File: config.mk
export PLATFORM = sky130hd
export DESIGN_NAME = clksw_twospeed
export DESIGN_NICKNAME = d
export VERILOG_FILES = /design/src/rtl/clksw_pkg.sv /design/src/rtl/clksw_ost_timer.sv /design/src/rtl/clksw_mode_fsm.sv /design/src/rtl/clksw_freq_hold.sv /design/src/rtl/clksw_twospeed.sv
export SDC_FILE = /design/constraint.sdc
export NUM_CORES = 1
export LEC_CHECK = 0
export BUFFER_PORTS_ARGS = -buffer_cell sky130_fd_sc_hd__buf_4
export CAP_MARGIN = 20
export CORE_UTILIZATION = 51
export CTS_CLUSTER_DIAMETER = 200
export DETAILED_ROUTE_END_ITERATION = 10
export GPL_ROUTABILITY_DRIVEN = 0
export PLACE_DENSITY = 0.8
export SYNTH_ARGS = -nofsm -noshare
export SYNTH_HDL_FRONTEND = slang
export SYNTH_SLANG_ARGS = --single-unit
File: constraint.sdc
create_clock -name clk -period 2.3 [get_ports clk]
set_input_delay 0.23 -clock clk [delete_from_list [all_inputs] [get_ports clk]]
set_output_delay 0.23 -clock clk [all_outputs]
set_load 0.005 [all_outputs]
File: src/rtl/clksw_pkg.sv
package clksw_pkg;

  typedef enum logic [2:0] {
    ST_RESET_WAIT = 3'd0,
    ST_INTOSC_RUN = 3'd1,
    ST_PRI_RUN    = 3'd2,
    ST_ALT_RUN    = 3'd3,
    ST_SLEEP      = 3'd4
  } run_state_t;

  localparam logic [1:0] SEL_GATED   = 2'd0;
  localparam logic [1:0] SEL_INTOSC  = 2'd1;
  localparam logic [1:0] SEL_PRIMARY = 2'd2;
  localparam logic [1:0] SEL_SECOND  = 2'd3;

  localparam logic [1:0] REQ_PRIMARY = 2'd0;
  localparam logic [1:0] REQ_SECOND  = 2'd1;

  // Crystal-type primary modes occupy codes 0..3.
  function automatic logic mode_is_crystal(input logic [2:0] mode);
    return (mode[2] == 1'b0);
  endfunction

  function automatic logic [1:0] sel_for(input run_state_t st, input logic [1:0] req);
    logic [1:0] s;
    case (st)
      ST_INTOSC_RUN: s = SEL_INTOSC;
      ST_PRI_RUN:    s = SEL_PRIMARY;
      ST_ALT_RUN:    s = (req == REQ_SECOND) ? SEL_SECOND : SEL_INTOSC;
      default:       s = SEL_GATED;
    endcase
    return s;
  endfunction

endpackage

File: src/rtl/clksw_ost_timer.sv
module clksw_ost_timer #(
  parameter int OST_CYCLES = 1024,
  localparam int CW = $clog2(OST_CYCLES + 1)
) (
  input  logic clk,
  input  logic rst_n,
  input  logic restart,
  input  logic tick,
  output logic expired
);
  localparam logic [CW-1:0] LIMIT = CW'(OST_CYCLES);

  logic [CW-1:0] cnt_q;

  assign expired = (cnt_q == LIMIT);

  always_ff @(posedge clk or negedge rst_n) begin
    if (!rst_n)                cnt_q <= '0;
    else if (restart)          cnt_q <= '0;
    else if (tick && !expired) cnt_q <= cnt_q + 1'b1;
  end
endmodule

File: src/rtl/clksw_mode_fsm.sv
module clksw_mode_fsm
  import clksw_pkg::*;
(
  input  logic       clk,
  input  logic       rst_n,
  input  logic       por_evt,
  input  logic       pwrt_done,
  input  logic       wake_evt,
  input  logic       sleep_req,
  input  logic       ost_done,
  input  logic       crystal,
  input  logic       twospd_act,
  input  logic [1:0] src_req,
  output run_state_t state,
  output logic       ost_clr
);
  run_state_t nxt;

  always_comb begin
    nxt     = state;
    ost_clr = 1'b0;
    if (por_evt) begin
      nxt     = ST_RESET_WAIT;
      ost_clr = 1'b1;
    end else begin
      case (state)
        ST_RESET_WAIT:
          if (pwrt_done && (twospd_act || !crystal || ost_done))
            nxt = (twospd_act && !ost_done) ? ST_INTOSC_RUN : ST_PRI_RUN;
        ST_INTOSC_RUN:
          if (sleep_req)     nxt = ST_SLEEP;
          else if (ost_done) nxt = ST_PRI_RUN;
        ST_PRI_RUN:
          if (sleep_req) nxt = ST_SLEEP;
          else if (src_req != REQ_PRIMARY) begin
            nxt     = ST_ALT_RUN;
            ost_clr = 1'b1;
          end
        ST_ALT_RUN:
          if (sleep_req) nxt = ST_SLEEP;
          else if (src_req == REQ_PRIMARY && (ost_done || !crystal))
            nxt = ST_PRI_RUN;
        ST_SLEEP: begin
          ost_clr = 1'b1;
          if (wake_evt) begin
            if (twospd_act)    nxt = ST_INTOSC_RUN;
            else if (!crystal) nxt = ST_PRI_RUN;
            else               nxt = ST_RESET_WAIT;
          end
        end
        default: nxt = ST_RESET_WAIT;
      endcase
    end
  end

  always_ff @(posedge clk or negedge rst_n) begin
    if (!rst_n) state <= ST_RESET_WAIT;
    else        state <= nxt;
  end
endmodule

File: src/rtl/clksw_freq_hold.sv
module clksw_freq_hold #(
  parameter int FW = 3
) (
  input  logic          clk,
  input  logic          rst_n,
  input  logic          freeze,
  input  logic [FW-1:0] din,
  output logic [FW-1:0] dout
);
  always_ff @(posedge clk or negedge rst_n) begin
    if (!rst_n)       dout <= '0;
    else if (!freeze) dout <= din;
  end
endmodule

File: src/rtl/clksw_twospeed.sv
module clksw_twospeed
  import clksw_pkg::*;
#(
  parameter int OST_CYCLES = 1024,
  parameter int FREQ_W     = 3
) (
  input  logic              clk,
  input  logic              rst_n,
  input  logic              por_evt,
  input  logic              pwrt_done,
  input  logic              wake_evt,
  input  logic              sleep_req,
  input  logic              pri_tick,
  input  logic [2:0]        pri_mode,
  input  logic              fast_en,
  input  logic [1:0]        src_req,
  input  logic [FREQ_W-1:0] ircf,
  output logic [1:0]        clk_sel,
  output logic [2:0]        run_mode,
  output logic [FREQ_W-1:0] int_freq,
  output logic              ost_done
);
  // Named internal events, visible to the bound checker.
  logic       crystal;
  logic       twospd_act;
  logic       ost_clr;
  logic       in_sleep;
  run_state_t state;

  assign crystal    = mode_is_crystal(pri_mode);
  assign twospd_act = fast_en && crystal;
  assign in_sleep   = (state == ST_SLEEP);

  clksw_ost_timer #(.OST_CYCLES(OST_CYCLES)) u_ost (
    .clk(clk), .rst_n(rst_n), .restart(ost_clr), .tick(pri_tick), .expired(ost_done)
  );

  clksw_mode_fsm u_fsm (
    .clk(clk), .rst_n(rst_n), .por_evt(por_evt), .pwrt_done(pwrt_done),
    .wake_evt(wake_evt), .sleep_req(sleep_req), .ost_done(ost_done),
    .crystal(crystal), .twospd_act(twospd_act), .src_req(src_req),
    .state(state), .ost_clr(ost_clr)
  );

  clksw_freq_hold #(.FW(FREQ_W)) u_freq (
    .clk(clk), .rst_n(rst_n), .freeze(in_sleep), .din(ircf), .dout(int_freq)
  );

  assign clk_sel  = sel_for(state, src_req);
  assign run_mode = state;
endmodule

==> flow_summary_export.csv, run 1 <==
group,metric,value,unit
status,status,"completed",
setup_path,worstSetupPathType,"flop to flop",
sta,whs,0.135,ns
setup_path,reg2reg_slack,0.18,ns
cts,cts_buffer_depth,2,
global_routing,grt_use_total,0.210,
sta,fmax,472,MHz
setup_path,crit_path_max_fanout,5,
floorplanning,die_x,45.7,um
global_routing,antenna_found_initial,0,
cts,cts_buffers,3,
finish,drive_gt1_frac,0.269,
global_routing,grt_pass1_wl,3070,um
setup_path,worstPathArrival,2.30,ns
hold_path,min_from,"por_evt",
cts,cts_tree,"yes",
power,peakVddDrop,0.000562,V
cts,clk_pin_slew_worst_paths,0.09,ns
drt,drt_first_pass_iters,4,
place,pre_cts_slack,0.191,ns
setup_path,path_delay_family,"simple AND/OR/NAND/NOR gates",
global_routing,grt_max_degree,18,
hold_path,min_path_cells,2,
setup_path,critPathCaptureType,"flop",
sta,fin_skew,0.00216,ns
setup_path,slowest_stage,"or4b_1",
setup_path,path_cells,"inv_1, ha_1, or4b_1, nor4_4, o32ai_1, a31oi_1, mux2_2",
place,io_buffers,22,
setup_path,cp.buffers_inverters,1,
setup_path,cp_slowest_stage_delay,0.48,ns
finish,area_growth,26.6,%
synth,yosysTopAreaCell,"dfrtp_1",
floorplanning,initial_core_util,0.552,
sta,worst_slew_pin_slew,0.444,ns
cts,cts_num_sinks,17,
power,p_sw_frac,0.268,
job,cap_violations,0,
floorplanning,pin_count,25,
floorplanning,num_rows,15,
setup_path,r2r-start,"u_ost.cnt_q[0]",
synth,avgSynthCellArea,9.65,um^2
drt,ant_nets,0,
sta,setup_tns,0,ns
setup_path,start_kind,"flop",
sta,hold_violations,0,
sta,rsz0062_at_grt,"false",
synth,yosysUniqueCellTypes,33,
sta,setup_violations,0,
hold_path,whs_endpoint,"u_fsm.state[2]",
sta,worst_slack,0.180,ns
finish,fin_cells,155,
setup_path,worstPathRequired,2.48,ns
finish,antennaDiodeCount,0,
drt,num_vias,833,
sta,max_slew_margin,0.704,
synth,yosys_warnings,0,
global_routing,grt_pass1_vias,722,
power,p_clk_frac,0.251,
sta,fin_crit,2.12,ns
synth,synth_top_area_share,0.436,
drt,vias_per_cell,5.37,
power,switching_power,0.164,mW
power,finalPower,0.614,mW
power,pwr-share-comb,0.220,
place,dp_hpwl,1430,um
hold_path,hold_path_class,"input port to flop",
synth,synth_nets,119,
floorplanning,core_area,0.00176,mm^2
synth,ys_top_cells_by_area,"dfrtp_1 (44%), nor2_1 (6.5%), xor2_1 (4.5%)",
sta,slew_viol_final,0,
synth,seq_area_frac_synth,0.436,
cts,htree_num_levels,1,
cts,cts_root_buf,"clkbuf_4",
floorplanning,die_h,45.7,um
place,place_inst,150,
finish,final_util,0.699,
floorplanning,fp.dieArea,0.00209,mm^2
drt,detail_route.wl_per_cell,12.8,um
finish,fin_nets,149,
drt,routed_wirelength,1990,um
cts,clk_latency,0.29,ns
power,cell_internal_pwr,0.450,mW
global_routing,grt_overflow,0,
setup_path,r2r_cells,7,
place,placed_cell_area,0.00120,mm^2
drt,drc_errors,0,
power,seqPwrFrac,0.528,
synth,ys.flop_type,"dfrtp_1",
drt,first_iter_violations,24,
power,p_per_area,498,mW/mm^2
setup_path,worstReg2RegEnd,"u_fsm.state[0]",
sta,period_share,0.922,
synth,synthCells,101,
power,power_leakage,0.560,nW
synth,async_reset_ff_frac,1.00,
synth,synth_edf_count,0,
synth,syn_area,975,um^2
finish,final_area,0.00123,mm^2
synth,ys_ff_latch,17,
cts,cts_setup_buffers,0,
## placed cells by master, fill, tap and decap left out, types with 3 or more instances in the layout
cell,synthesis,final
xor2_1,5,5
a21oi_1,4,4
inv_1,3,3
nand4_1,4,4
buf_4,0,27
and3_1,3,3
nand2_1,5,5
xnor2_1,4,4
mux2_2,3,3
clkbuf_4,0,3
nor2_1,17,17
nor3_1,5,5
dfrtp_1,17,17
## registers in the layout, indices dropped and copies added, names as in the netlist
| name | flops |
|---|---|
| u_ost.cnt_q | 11 |
| u_fsm.state | 3 |
| u_freq.dout | 3 |
## cell type report
cell class	instances	area [um^2]
sequential	17	425
timing repair buffer	28	213
multi-input combinational	78	527
tap	25	31.3
fill	172	531
inverter	3	11.3
clock buffer	4	26.3
## cells in the mapped netlist, drive strengths merged, types with 3 or more instances
cell     n
dfrtp   17
nor2    17
mux2     5
nand2    5
nor3     5
xor2     5
a21oi    4
nand4    4
xnor2    4
and3     3
clkbuf   3
inv      3
nor4     3
## power by group through the flow
stage	combinational (mW)	sequential, mW	clock [mW]
2_1_floorplan	0.0668	0.330	0
3_3_place_gp	0.131	0.329	0
3_5_place_dp	0.134	0.330	0
4_1_cts	0.136	0.324	0.163
5_1_grt	0.150	0.326	0.172
6_report	0.135	0.325	0.154
## metal layers
layer	wire, um	track usage
met5	0	0
met4	44	0.106
met3	45	0.0357
met2	921	0.331
met1	974	0.278
## worst reg2reg max path: cells and delay by family (launching register included)
family                   cells  cell delay [ns]
AO/OA/AOI/OAI                2             0.32
adder cells (fa/ha/maj)      1             0.14
buffers and inverters        1             0.06
flip-flops                   1             0.39
multiplexers                 1             0.35
AND/OR/NAND/NOR              2             0.74
## kinds of logic (layout without fill, tap and decap cells)
family	Yosys count	count (layout)	share of synthesized area
buffers and inverters	6	35	0.0231
and+or+nand+nor	47	47	0.266
AOI/OAI and AO/OA	14	14	0.100
xor gates and xnor gates	9	9	0.0809
muxes	6	6	0.0680
adders and majority gates	2	2	0.0257
DFF	17	17	0.436
## how the worst max path moves through the flow
| stage | from | to | slack (ns) | cells after the start |
|---|---|---|---|---|
| floorplan | u_ost.cnt_q[0] | u_fsm.state[0] | 0.19 | 7 |
| global placement | u_ost.cnt_q[0] | u_fsm.state[0] | 0.18 | 7 |
| detailed placement | u_ost.cnt_q[0] | u_fsm.state[0] | 0.19 | 7 |
| CTS | u_ost.cnt_q[0] | u_fsm.state[0] | 0.15 | 7 |
| global route | u_ost.cnt_q[0] | u_fsm.state[0] | 0.05 | 7 |
| finish | u_ost.cnt_q[0] | u_fsm.state[0] | 0.18 | 7 |
## timing repair
action                                 CTS  global route
hold buffers                             1             0
endpoints found under the hold margin   17             0
gates resized for setup                  0             0
No activity file was read; power rests on OpenSTA's default activity.
==> inputs of run 2 (changes only) <==
--- a/config.mk
+++ b/config.mk
@@ -7,11 +7,13 @@
 export LEC_CHECK = 0
 export BUFFER_PORTS_ARGS = -buffer_cell sky130_fd_sc_hd__buf_4
 export CAP_MARGIN = 20
-export CORE_UTILIZATION = 51
+export CORE_UTILIZATION = 54
+export CTS_BUF_LIST = sky130_fd_sc_hd__clkbuf_4 sky130_fd_sc_hd__clkbuf_8
 export CTS_CLUSTER_DIAMETER = 200
 export DETAILED_ROUTE_END_ITERATION = 10
 export GPL_ROUTABILITY_DRIVEN = 0
-export PLACE_DENSITY = 0.8
+export PLACE_DENSITY = 0.84
+export RECOVER_POWER = 25
 export SYNTH_ARGS = -nofsm -noshare
 export SYNTH_HDL_FRONTEND = slang
 export SYNTH_SLANG_ARGS = --single-unit
==> flow_summary_export.csv, run 2 (synthesis results as in run 1) <==
group,metric,value,unit
status,status,"completed",
sta,hold_violations,0,
global_routing,met2_usage,0.429,
floorplanning,die_x,44.5,um
global_routing,grt_use_met1,0.313,
setup_path,start_kind,"flop",
drt,vias_per_cell,5.62,
cts,cts_setup_buffers,0,
setup_path,path_delay_family,"simple AND/OR/NAND/NOR gates",
finish,reg.largest.list,"u_ost.cnt_q: 11 flops, u_freq.dout: 3 flops, u_fsm.state: 3 flops",
job,cap_violations,0,
global_routing,top_usage_layer,"met2",
power,switching_power,0.170,mW
cts,clk_pin_slew_worst_paths,0.10,ns
setup_path,path_cells,"inv_1, ha_1, or4b_1, nor4_4, o32ai_1, a31oi_1, mux2_2",
place,place_inst,148,
floorplanning,num_rows,14,
finish,largest_register_ffs,11,
cts,cts_tree,"yes",
global_routing,antenna_found_initial,0,
cts,cts_num_sinks,17,
power,p_sw_frac,0.276,
finish,area_growth,25.4,%
sta,slew_viol_final,0,
finish,seqCellArea,425,um^2
global_routing,grt_use_total,0.245,
drt,num_vias,860,
cts,clk_latency,0.29,ns
sta,fin_crit,2.21,ns
drt,ant_nets,0,
drt,detail_route.wl_per_cell,13.7,um
setup_path,cp_slowest_stage_delay,0.48,ns
finish,fin_cells,153,
global_routing,grt.met3_usage,0.0612,
finish,drive_gt1_frac,0.264,
finish,fin_nets,148,
floorplanning,core_area,0.00159,mm^2
sta,worst_slew_pin_slew,0.898,ns
finish,fill_cells,117,
setup_path,slowest_stage,"or4b_1",
finish,layout_commonest_cell,"buf_4",
place,io_buffers,22,
cts,cts_buffer_depth,2,
finish,final_util,0.767,
sta,max_slew_margin,0.401,
power,pwr-share-comb,0.212,
power,p_per_area,503,mW/mm^2
floorplanning,fp.dieArea,0.00198,mm^2
sta,whs,0.125,ns
sta,fin_skew,0.00389,ns
sta,setup_violations,0,
global_routing,grt_max_degree,18,
finish,antennaDiodeCount,0,
drt,routed_wirelength,2100,um
power,power_leakage,0.554,nW
setup_path,worstPathRequired,2.49,ns
power,seqPwrFrac,0.532,
floorplanning,pin_count,25,
setup_path,critPathCaptureType,"flop",
power,cell_internal_pwr,0.445,mW
power,p_clk_frac,0.256,
drt,drt_first_pass_iters,4,
drt,drc_errors,0,
place,dp_hpwl,1600,um
hold_path,hold_path_class,"input port to flop",
cts,cts_buffers,3,
power,peakVddDrop,0.000367,V
global_routing,grt_pass1_vias,805,
setup_path,crit_path_max_fanout,5,
sta,fmax,453,MHz
global_routing,grt_overflow,0,
drt,first_iter_violations,19,
sta,period_share,0.959,
cts,cts_root_buf,"clkbuf_4",
global_routing,grt_pass1_wl,3530,um
finish,multi_input_area,527,um^2
finish,final_cell_mix,"buf_4 (25), nor2_1 (17), dfrtp_1 (17)",
finish,largest_register,"u_ost.cnt_q",
setup_path,worstSetupPathType,"flop to flop",
sta,rsz0062_at_grt,"true",
floorplanning,initial_core_util,0.611,
setup_path,worstPathArrival,2.39,ns
cts,cts-resized-gates,0,
setup_path,cp.buffers_inverters,1,
floorplanning,die_h,44.5,um
cts,htree_num_levels,1,
[run 2: changes by cell type in the layout (fill, tap and decap cells not counted), sizes merged]
cell	before	now
clkinv	0	1
buf	27	25
[run 2: final timing paths]
kind	slack, ns	start	to	cells past startpoint
worst max-delay path	0.09	u_ost.cnt_q[0]	u_fsm.state[0]	7
worst min-delay path	0.12	por_evt	u_fsm.state[2]	2
worst max register to register	0.09	u_ost.cnt_q[0]	u_fsm.state[0]	7
worst min register to register	0.51	u_freq.dout[0]	u_freq.dout[0]	1
max in group asynchronous	1.19	rst_n	u_ost.cnt_q[5]	2
min in group asynchronous	0.56	rst_n	u_fsm.state[0]	2
[run 2: power by group through the flow]
stage / registers, mW / clock network, mW / logic (mW)
6_report: 0.327 / 0.157 / 0.131
4_1_cts: 0.327 / 0.164 / 0.132
3_3_place_gp: 0.333 / 0 / 0.126
3_5_place_dp: 0.333 / 0 / 0.130
2_1_floorplan: 0.330 / 0 / 0.0668
5_1_grt: 0.330 / 0.177 / 0.144
[run 2: final cells by class]
cell class              count  share of cell area
flip-flops and latches     17               0.348
clock inverters             1             0.00409
well taps                  24              0.0246
inverters                   3             0.00921
clock buffers               3              0.0184
repair buffers             27               0.165
multi-input cells          78               0.431
[run 2: metrics by stage]
stage | setup TNS [ns] | setup WS [ns] | cell area [um^2] | power (mW)
after floorplan | 0 | 0.193 | 975 | 0.397
after global placement | 0 | 0.174 | 1190 | 0.459
after detailed placement | 0 | 0.122 | 1190 | 0.463
after CTS | 0 | 0.0936 | 1230 | 0.623
after global routing | -0.0217 | -0.0217 | 1220 | 0.651
final | 0 | 0.0946 | 1220 | 0.615
[run 2: timing repair]
action                                  in CTS  in global routing
hold endpoints to repair                    17                  0
hold buffers                                 1                  0
endpoints found under the setup margin       0                  1
[run 2: routing by layer]
metal | share of wire | vias up | routed length, um
met1 | 0.44 | 418 | 913
met2 | 0.51 | 26 | 1080
met5 | 0 | - | 0
li1 | - | 416 | -
met3 | 0.051 | 0 | 106
met4 | 0 | 0 | 0
==> inputs of run 3 (changes only) <==
--- a/config.mk
+++ b/config.mk
@@ -7,6 +7,7 @@
 export LEC_CHECK = 0
 export BUFFER_PORTS_ARGS = -buffer_cell sky130_fd_sc_hd__buf_4
 export CAP_MARGIN = 20
+export CORE_MARGIN = 10
 export CORE_UTILIZATION = 54
 export CTS_BUF_LIST = sky130_fd_sc_hd__clkbuf_4 sky130_fd_sc_hd__clkbuf_8
 export CTS_CLUSTER_DIAMETER = 200
==> flow_summary_export.csv, run 3 (synthesis results as in run 1) <==
group,metric,value,unit
setup_path,worstPathArrival,2.34,ns
global_routing,antenna_found_initial,0,
sta,fmax,464,MHz
drt,detail_route.wl_per_cell,14.7,um
setup_path,worstReg2RegEnd,"u_fsm.state[0]",
setup_path,worstSetupPathType,"flop to flop",
sta,worst_slew_pin_slew,0.936,ns
setup_path,r2r_cells,7,
cts,htree_num_levels,1,
floorplanning,fp.dieArea,0.00390,mm^2
sta,fin_crit,2.15,ns
drt,num_vias,827,
power,power_leakage,0.555,nW
global_routing,top_usage_layer,"met2",
status,status,"completed",
drt,ant_nets,0,
sta,rsz0062_at_grt,"false",
floorplanning,initial_core_util,0.564,
job,cap_violations,0,
floorplanning,core_area,0.00173,mm^2
cts,ctsHoldBuffers,1,
finish,largest_register,"u_ost.cnt_q",
hold_path,min_from,"por_evt",
hold_path,hold_path_class,"input port to flop",
setup_path,critPathCaptureType,"flop",
cts,clk_latency,0.29,ns
cts,cts_buffer_depth,2,
finish,layout_commonest_cell,"buf_4",
global_routing,grt_overflow,0,
cts,cts_setup_buffers,0,
finish,final_area,0.00123,mm^2
cts,cts_num_sinks,17,
power,p_per_area,513,mW/mm^2
drt,drc_errors,0,
sta,setup_tns,0,ns
setup_path,r2r-start,"u_ost.cnt_q[0]",
global_routing,grt_use_met1,0.129,
global_routing,grt_use_total,0.115,
cts,cts_tree,"yes",
sta,max_slew_margin,0.376,
setup_path,reg2reg_slack,0.15,ns
drt,vias_per_cell,5.37,
place,placed_cell_area,0.00119,mm^2
power,finalPower,0.629,mW
drt,routed_wirelength,2260,um
place,dp_hpwl,1770,um
global_routing,met2_usage,0.212,
sta,period_share,0.937,
cts,cts_root_buf,"clkbuf_4",
finish,fin_nets,148,
sta,hold_violations,0,
cts,cts-resized-gates,0,
setup_path,start_kind,"flop",
finish,final_util,0.710,
setup_path,crit_path_max_fanout,5,
sta,worst_slack,0.145,ns
finish,antennaDiodeCount,0,
finish,drive_gt1_frac,0.264,
floorplanning,num_rows,15,
place,io_buffers,22,
cts,cts_buffers,3,
global_routing,grt.met3_usage,0.0394,
finish,area_growth,25.8,%
finish,reg.largest.list,"u_ost.cnt_q: 11 flops, u_freq.dout: 3 flops, u_fsm.state: 3 flops",
sta,setup_violations,0,
setup_path,worstPathRequired,2.48,ns
finish,largest_register_ffs,11,
drt,first_iter_violations,17,
floorplanning,die_x,62.5,um
power,peakVddDrop,0.000337,V
hold_path,whs_endpoint,"u_fsm.state[2]",
floorplanning,die_h,62.5,um
drt,drt_first_pass_iters,4,
floorplanning,pin_count,25,
finish,final_cell_mix,"buf_4 (25), nor2_1 (17), dfrtp_1 (17)",
cts,clk_pin_slew_worst_paths,0.10,ns
global_routing,grt_max_degree,18,
sta,slew_viol_final,0,
hold_path,min_path_cells,2,
global_routing,grt_pass1_vias,827,
global_routing,grt_pass1_wl,3800,um
sta,fin_skew,0.00552,ns
place,pre_cts_slack,0.136,ns
[run 3: cell count changes in the layout (fill, tap and decap cells not counted), sizes merged]
| cell | delta |
|---|---|
| clkbuf | +1 |
| clkinv | -1 |
[run 3: power by group]
group / internal (mW) / switching (mW) / total (mW)
logic: 0.0690 / 0.0618 / 0.131
clock network: 0.0792 / 0.0911 / 0.170
registers: 0.311 / 0.0171 / 0.328
[run 3: how the worst max path moves through the flow]
stage                        start             end  slack (ns)  depth (start not counted)
detailed placement  u_ost.cnt_q[0]  u_fsm.state[0]        0.14                          7
finish              u_ost.cnt_q[0]  u_fsm.state[0]        0.15                          7
CTS                 u_ost.cnt_q[0]  u_fsm.state[0]        0.11                          7
global placement    u_ost.cnt_q[0]  u_fsm.state[0]        0.19                          7
global route        u_ost.cnt_q[0]  u_fsm.state[0]       0.002                          7
floorplan           u_ost.cnt_q[0]  u_fsm.state[0]        0.19                          7
[run 3: layout make-up]
type	instances	area, um^2
flip-flops and latches	17	425
clock buffers	4	30.0
well taps	25	31.3
fillers	136	500
inverters	3	11.3
repair buffers	27	201
multi-input cells	78	527
[run 3: stage by stage]
stage | std cells | hold slack (ns)
after CTS | 154 | 0.124
final | 154 | 0.133
after detailed placement | 149 | 0.103
after global routing | 154 | 0.131
after floorplan | 101 | -0.0656
after global placement | 149 | 0.102
[run 3: layer usage]
layer	routed length (um)	part of all wire
met4	0	0
met3	106	0.047
met2	1130	0.50
met5	0	0
met1	1020	0.45
[run 3: worst max-delay path, stage by stage (launching register included)]
cell and delay (ns):
dfrtp_1 0.39, inv_1 0.06, ha_1 0.14, or4b_1 0.49
nor4_4 0.27, o32ai_1 0.16, a31oi_1 0.19, mux2_2 0.35
